### src/rtl/fab_pkg.sv
// Package: shared constants and types for the banked fault address register.
// Assumes a two-copy bank; slot 0 is secure, slot 1 is non-secure.
package fab_pkg;
    localparam int unsigned ADDR_W = 32;
    localparam int unsigned EC_W   = 6;
    localparam int unsigned NSLOT  = 2;

    localparam logic SLOT_SEC = 1'b0;
    localparam logic SLOT_NSC = 1'b1;

    localparam logic [EC_W-1:0] EC_CP15_TRAP = 6'h03;

    localparam logic [3:0] ENC_CP   = 4'b1111;
    localparam logic [2:0] ENC_OPC1 = 3'b000;
    localparam logic [3:0] ENC_CRN  = 4'b0110;
    localparam logic [3:0] ENC_CRM  = 4'b0000;
    localparam logic [2:0] ENC_OPC2 = 3'b000;

    typedef enum logic [1:0] {
        ACC_NONE  = 2'd0,
        ACC_OK    = 2'd1,
        ACC_UNDEF = 2'd2,
        ACC_TRAP  = 2'd3
    } acc_kind_e;
endpackage

### src/rtl/fab_access_check.sv
// Module: fab_access_check
// Combinational decision for one request: not-for-us, accept, undefined or
// trap, plus the copy an accepted access uses. Assumes cur_lvl is the level
// issuing the request and that trap bits are only meaningful with level 2.
module fab_access_check
    import fab_pkg::*;
(
    input  logic       req_valid,
    input  logic       req_write,
    input  logic [3:0] req_cp,
    input  logic [2:0] req_opc1,
    input  logic [3:0] req_crn,
    input  logic [3:0] req_crm,
    input  logic [2:0] req_opc2,
    input  logic [1:0] cur_lvl,
    input  logic       feat_l1_aa32,
    input  logic       l2_present,
    input  logic       l2_enabled,
    input  logic       hyp_trap_crn6,
    input  logic       hyp_trap_rd_vm,
    input  logic       hyp_trap_wr_vm,
    input  logic       sec_ns,
    output acc_kind_e  kind,
    output logic       slot
);
    logic enc_hit;
    logic hyp_on;
    logic vm_trap;

    // Purpose: match the request against this register's encoding.
    always_comb begin
        enc_hit = (req_cp == ENC_CP) && (req_opc1 == ENC_OPC1) &&
                  (req_crn == ENC_CRN) && (req_crm == ENC_CRM) &&
                  (req_opc2 == ENC_OPC2);
    end

    // Purpose: pick the VM trap bit that applies to this access direction.
    always_comb begin
        hyp_on  = l2_present && l2_enabled;
        vm_trap = req_write ? hyp_trap_wr_vm : hyp_trap_rd_vm;
    end

    // Purpose: prioritised outcome and copy selection.
    always_comb begin
        kind = ACC_NONE;
        slot = SLOT_NSC;
        if (req_valid && enc_hit) begin
            if (!feat_l1_aa32 || cur_lvl == 2'd0) begin
                kind = ACC_UNDEF;
            end else if (cur_lvl == 2'd1) begin
                if (hyp_on && hyp_trap_crn6)  kind = ACC_TRAP;
                else if (hyp_on && vm_trap)   kind = ACC_TRAP;
                else                          kind = ACC_OK;
            end else if (cur_lvl == 2'd2) begin
                kind = ACC_OK;
            end else begin
                kind = ACC_OK;
                slot = sec_ns ? SLOT_NSC : SLOT_SEC;
            end
        end
    end
endmodule

### src/rtl/fab_copy_store.sv
// Module: fab_copy_store
// The register copies. Each slot takes, in priority order, a fault capture,
// a software write, then (secure slot only) an alias write. Assumes the
// caller qualifies every write enable.
module fab_copy_store
    import fab_pkg::*;
#(
    parameter int unsigned AW = ADDR_W,
    parameter int unsigned NS = NSLOT
) (
    input  logic                 clk,
    input  logic                 rst_n,
    input  logic                 cap_we,
    input  logic                 cap_slot,
    input  logic [AW-1:0]        cap_data,
    input  logic                 sw_we,
    input  logic                 sw_slot,
    input  logic [AW-1:0]        sw_data,
    input  logic                 al_we,
    input  logic [AW-1:0]        al_data,
    output logic [NS-1:0][AW-1:0] slot_q
);
    for (genvar i = 0; i < NS; i++) begin : g_slot
        localparam logic MY_ID = 1'(i);
        localparam bit   ALIASED = (MY_ID == SLOT_SEC);

        // Purpose: update one copy with capture > software > alias priority.
        always_ff @(posedge clk) begin
            if (!rst_n) begin
                slot_q[i] <= '0;
            end else if (cap_we && cap_slot == MY_ID) begin
                slot_q[i] <= cap_data;
            end else if (sw_we && sw_slot == MY_ID) begin
                slot_q[i] <= sw_data;
            end else if (ALIASED && al_we) begin
                slot_q[i] <= al_data;
            end
        end


        cap_wins_chk: assert property (@(posedge clk) disable iff (!rst_n)
            (cap_we && cap_slot == MY_ID) |=> (slot_q[i] == $past(cap_data)));
    end
endmodule

### src/rtl/fault_addr_bank.sv
// Module: fault_addr_bank (top)
// Banked fault address register with access checking. Responses are
// registered one cycle after a request. Assumes at most one request per
// cycle and that configuration inputs are stable around a request.
module fault_addr_bank
    import fab_pkg::*;
(
    input  logic        clk,
    input  logic        rst_n,
    input  logic [1:0]  cur_lvl,
    input  logic        feat_l1_aa32,
    input  logic        l2_present,
    input  logic        l2_enabled,
    input  logic        l2_aa32,
    input  logic        l3_present,
    input  logic        l3_aa32,
    input  logic        feat_aa64,
    input  logic        hyp_trap_crn6,
    input  logic        hyp_trap_rd_vm,
    input  logic        hyp_trap_wr_vm,
    input  logic        sec_ns,
    input  logic        req_valid,
    input  logic        req_write,
    input  logic [3:0]  req_cp,
    input  logic [2:0]  req_opc1,
    input  logic [3:0]  req_crn,
    input  logic [3:0]  req_crm,
    input  logic [2:0]  req_opc2,
    input  logic [31:0] req_wdata,
    input  logic        cap_valid,
    input  logic [31:0] cap_addr,
    input  logic        alias_wr_en,
    input  logic [31:0] alias_wr_data,
    output logic        rsp_done,
    output logic [31:0] rsp_rdata,
    output logic        rsp_undef,
    output logic        rsp_trap,
    output logic        rsp_trap_aa64,
    output logic [5:0]  rsp_ec,
    output logic [31:0] alias_rd_data
);
    acc_kind_e                     kind;
    logic                          acc_slot;
    logic                          cap_slot;
    logic                          alias_on;
    logic                          sw_we;
    logic [NSLOT-1:0][ADDR_W-1:0]  slot_q;

    fab_access_check i_check (
        .req_valid      (req_valid),
        .req_write      (req_write),
        .req_cp         (req_cp),
        .req_opc1       (req_opc1),
        .req_crn        (req_crn),
        .req_crm        (req_crm),
        .req_opc2       (req_opc2),
        .cur_lvl        (cur_lvl),
        .feat_l1_aa32   (feat_l1_aa32),
        .l2_present     (l2_present),
        .l2_enabled     (l2_enabled),
        .hyp_trap_crn6  (hyp_trap_crn6),
        .hyp_trap_rd_vm (hyp_trap_rd_vm),
        .hyp_trap_wr_vm (hyp_trap_wr_vm),
        .sec_ns         (sec_ns),
        .kind           (kind),
        .slot           (acc_slot)
    );

    // Purpose: derive capture target, alias condition and software write.
    always_comb begin
        cap_slot = (l3_present && l3_aa32 && !sec_ns) ? SLOT_SEC : SLOT_NSC;
        alias_on = l2_present && l3_present && !feat_aa64;
        sw_we    = (kind == ACC_OK) && req_write;
    end

    fab_copy_store #(.AW(ADDR_W), .NS(NSLOT)) i_store (
        .clk      (clk),
        .rst_n    (rst_n),
        .cap_we   (cap_valid),
        .cap_slot (cap_slot),
        .cap_data (cap_addr),
        .sw_we    (sw_we),
        .sw_slot  (acc_slot),
        .sw_data  (req_wdata),
        .al_we    (alias_wr_en && alias_on),
        .al_data  (alias_wr_data),
        .slot_q   (slot_q)
    );

    // Purpose: expose the secure copy under the hypervisor alias name.
    always_comb begin
        alias_rd_data = alias_on ? slot_q[SLOT_SEC] : '0;
    end

    // Purpose: register the one-cycle response for the current request.
    always_ff @(posedge clk) begin
        if (!rst_n) begin
            rsp_done      <= 1'b0;
            rsp_rdata     <= '0;
            rsp_undef     <= 1'b0;
            rsp_trap      <= 1'b0;
            rsp_trap_aa64 <= 1'b0;
            rsp_ec        <= '0;
        end else begin
            rsp_done      <= (kind == ACC_OK);
            rsp_rdata     <= (kind == ACC_OK && !req_write) ? slot_q[acc_slot] : '0;
            rsp_undef     <= (kind == ACC_UNDEF);
            rsp_trap      <= (kind == ACC_TRAP);
            rsp_trap_aa64 <= (kind == ACC_TRAP) && !l2_aa32;
            rsp_ec        <= (kind == ACC_TRAP) ? EC_CP15_TRAP : '0;
        end
    end


    one_outcome_chk: assert property (@(posedge clk) disable iff (!rst_n)
        $onehot0({rsp_done, rsp_undef, rsp_trap}));


    trap_class_chk: assert property (@(posedge clk) disable iff (!rst_n)
        rsp_trap |-> (rsp_ec == 6'h03));


    lvl0_undef_chk: assert property (@(posedge clk) disable iff (!rst_n)
        (kind != ACC_NONE && cur_lvl == 2'd0) |=> rsp_undef);


    reject_keeps_chk: assert property (@(posedge clk) disable iff (!rst_n)
        ((kind == ACC_UNDEF || kind == ACC_TRAP) && !cap_valid && !alias_wr_en)
            |=> $stable(slot_q));


    pulse_drop_chk: assert property (@(posedge clk) disable iff (!rst_n)
        (rsp_done && !req_valid) |=> !rsp_done);
endmodule

### config.mk
export PLATFORM = sky130hd
export DESIGN_NAME = fault_addr_bank
export DESIGN_NICKNAME = d
export VERILOG_FILES = /design/src/rtl/fab_pkg.sv /design/src/rtl/fab_access_check.sv /design/src/rtl/fab_copy_store.sv /design/src/rtl/fault_addr_bank.sv
export SDC_FILE = /design/constraint.sdc
export NUM_CORES = 1
export LEC_CHECK = 0
export CAP_MARGIN = 20
export CORE_MARGIN = 2
export CORE_UTILIZATION = 48
export DETAILED_ROUTE_END_ITERATION = 10
export GPL_TIMING_DRIVEN = 0
export MAX_ROUTING_LAYER = met4
export PLACE_DENSITY = 0.87
export RECOVER_POWER = 25
export SLEW_MARGIN = 15
export SYNTH_ARGS = -nofsm -noshare
export SYNTH_HDL_FRONTEND = slang
export SYNTH_SLANG_ARGS = --single-unit
### constraint.sdc
create_clock -name clk -period 6.03 [get_ports clk]
set_clock_uncertainty 0.1 [all_clocks]
set_input_delay 1.206 -clock clk [delete_from_list [all_inputs] [get_ports clk]]
set_output_delay 1.206 -clock clk [all_outputs]
set_load 0.05 [all_outputs]
==> metrics <==
status finished, final reports clean; clk buf depth 2; Worst Hold Class reg -> reg; Async S/R FF share, synth 0%; cell family with most CP delay buffers and inverters; leakage 3.184 nW; vias in the first global route 5090; Clock Sinks 100; pre-CTS WS 1.110 ns; Post-Synthesis Cells 610; first-pass GRT wire length 24450 um; most frequent cells after synthesis nor2_1, dfxtp_1, nand2_1, a21oi_1, clkbuf_1; startpoint types primary input; fraction of the mapped netlist area in simple logic gates 21.48%; CP peak stage delay 0.81 ns; Slew @ Worst Pin 0.9316 ns; DR WL/cell 16.56 um; finished layout cell area 7744 um2; Clk Tree Root Cell clkbuf_8; number of synthesized flops with an enable pin 0; yosys warns 0; worst-path cell chain clkdlybuf4s50_1, and3b_1, clkbuf_1, clkbuf_1, and2_1, clkdlybuf4s50_1; fraction of layout cells with a size suffix above 1 15.76%; max cap viols 0; Synth Area in Compound Gates 19.90%; Tcrit/Tclk final 82.36%; DRT antenna net count 0; Distinct cells, synth 40; die area 11940 um2; GPL Wtd Cong 0.8699; hold_buf cts 0; Chip Height 109.3 um; nets 959; #FFs+latches synth 100; Pwr Density 190.3 nW/um2; total track usage 27.24%; largest family of logic cells by synthesized area simple AND/OR/NAND/NOR gates; HPWL after DPL 12280 um; P&R area growth vs syn 45.59%; CP arrival 3.66 ns; CP Buf/Inv Count 4; number of port buffers 202; initial antenna violation count 0; Worst Setup End Kind primary output; slew margin rel. 37.52%; Vias 5166; Syn Std Cell Area 5319 um2; crit-path max FO 10; Clk pin slew, worst setup/hold paths 0.10 ns; count leader, synth nor2_1; post-synth top area share 37.64%; Synth Area in Adders 0%; DRT Pass-1 Iters 6; # diodes 0; Fin. Hold Viols 0; RSZ-0062 raised after global routing false; remaining global-route overflow 0; number of vias per cell 5.320; fin. max-slew vios 0; number of placement rows 38; Fin Setup TNS 0 ns; Worst EP required 4.72 ns; PnR worst setup slack 1.064 ns; dominant cells by area after synthesis dfxtp_1, mux2_4, o31ai_2; min Tclk post-route 4.966 ns; Worst-Skew Late Latency 0.35 ns; critical path class in -> out; filler cell count 828; DR iter-0 viols 217; post-synthesis sequential area ratio 37.64%; final wirelength 16080 um; final hold slack 0.3672 ns; mux contribution to synthesized area 14.91%; Syn Area/Cell 8.719 um2; total core area 10840 um2; Post-CTS Setup Bufs 0; Layout Cells excl Fill 971; residual DRC count 0; fmax 201.4 MHz; Top Ports 207; largest net degree at the start of global routing 17; post-cts sizing count 0; CTS Buf Count 9; initial core utilization 49.07%; Post-Synth XOR/XNOR Area 0%; Die X 109.3 um; H-tree Lvls 3; Synth area leader dfxtp_1; Placed Cells 955; Synth Flop Type dfxtp_1; final setup fails 0; Peak VDD IR 156.5 uV; CP max-delay cell clkdlybuf4s50_1; Placed Area 7527 um2; CTS tree built
cell usage in the layout (no fill, tap or decap), drive strengths merged, types with 2 or more instances in the layout:
cell and n:
clkdlybuf4s50 164, nor2 101, dfxtp 100, nand2 97
a21oi 65, clkbuf 46, dlygate4sd3 38, o21ai 33
o31ai 33, and2 32, mux2i 32, mux2 32
buf 18, conb 4, bufinv 3, nand4 3
clkinv 3, nor3 2, and4bb 2, nand3 2
nand4b 2, and3 2, inv 2, nor4 2
area by class of cell:
class | count | area [um2] | share of cell area (%)
Buffer | 54 | 302.8 | 3.910
Clock buffer | 10 | 127.6 | 1.648
Clock inverter | 6 | 112.6 | 1.454
Inverter | 2 | 7.507 | 0.09695
Multi-Input combinational cell | 457 | 2994 | 38.67
Sequential cell | 100 | 2002 | 25.85
Tap cell | 140 | 175.2 | 2.262
Timing Repair Buffer | 202 | 2022 | 26.11
per-stage QoR:
step / utilization, % / total power [W]
after floorplan: - / 0.0008411
after global placement: 69.44 / 0.0009655
after detailed placement: 69.44 / 0.0009731
after CTS: 71.65 / 0.001472
after global routing: 71.43 / 0.001528
final: 71.43 / 0.001474
flip-flops by register name, indices dropped and copies added, names as in the netlist:
name / flops
rsp_ec: 1
i_store.slot_q: 64
rsp_undef: 1
rsp_rdata: 32
rsp_done: 1
rsp_trap_aa64: 1
power by group:
part           internal (W)  total (W)  switching (W)
logic              0.000141   0.000260       0.000119
clock network      0.000277   0.000513       0.000236
registers          0.000686   0.000701      0.0000145
total               0.00110    0.00147       0.000369
layer usage:
layer  share of wire, %  wire (um)  GRT usage [%]
met1                 41       6578          31.01
met2                 50       8113          48.67
met3                7.0       1124          3.766
met4                1.6        259          9.855
met5                  0          0              -
cell families (layout without fill, tap and decap cells):
family                 Yosys count  after routing
muxes                           64             64
other                            1              4
AOI/OAI and AO/OA              137            137
and+or+nand+nor                252            252
buffers and inverters           56            274
DFF                            100            100
path summary, 6_finish.rpt:
kind	startpoint	to	slack, ns	cells past startpoint
worst min-delay path	i_store.slot_q[32]$_SDFFE_PN0P_	rsp_rdata[0]$_SDFF_PN0_	0.37	2
worst max register to register	i_store.slot_q[53]$_SDFFE_PN0P_	i_store.slot_q[53]$_SDFFE_PN0P_	5.19	2
worst max-delay path	l2_present	alias_rd_data[2]	1.06	6
worst min register to register	i_store.slot_q[32]$_SDFFE_PN0P_	rsp_rdata[0]$_SDFF_PN0_	0.37	2
tightest hold or removal path: stages (launching register included):
cell and delay [ns]:
dfxtp_1 0.32, nand2_1 0.05, a21oi_1 0.06
Power figures use the tool's default switching activity.
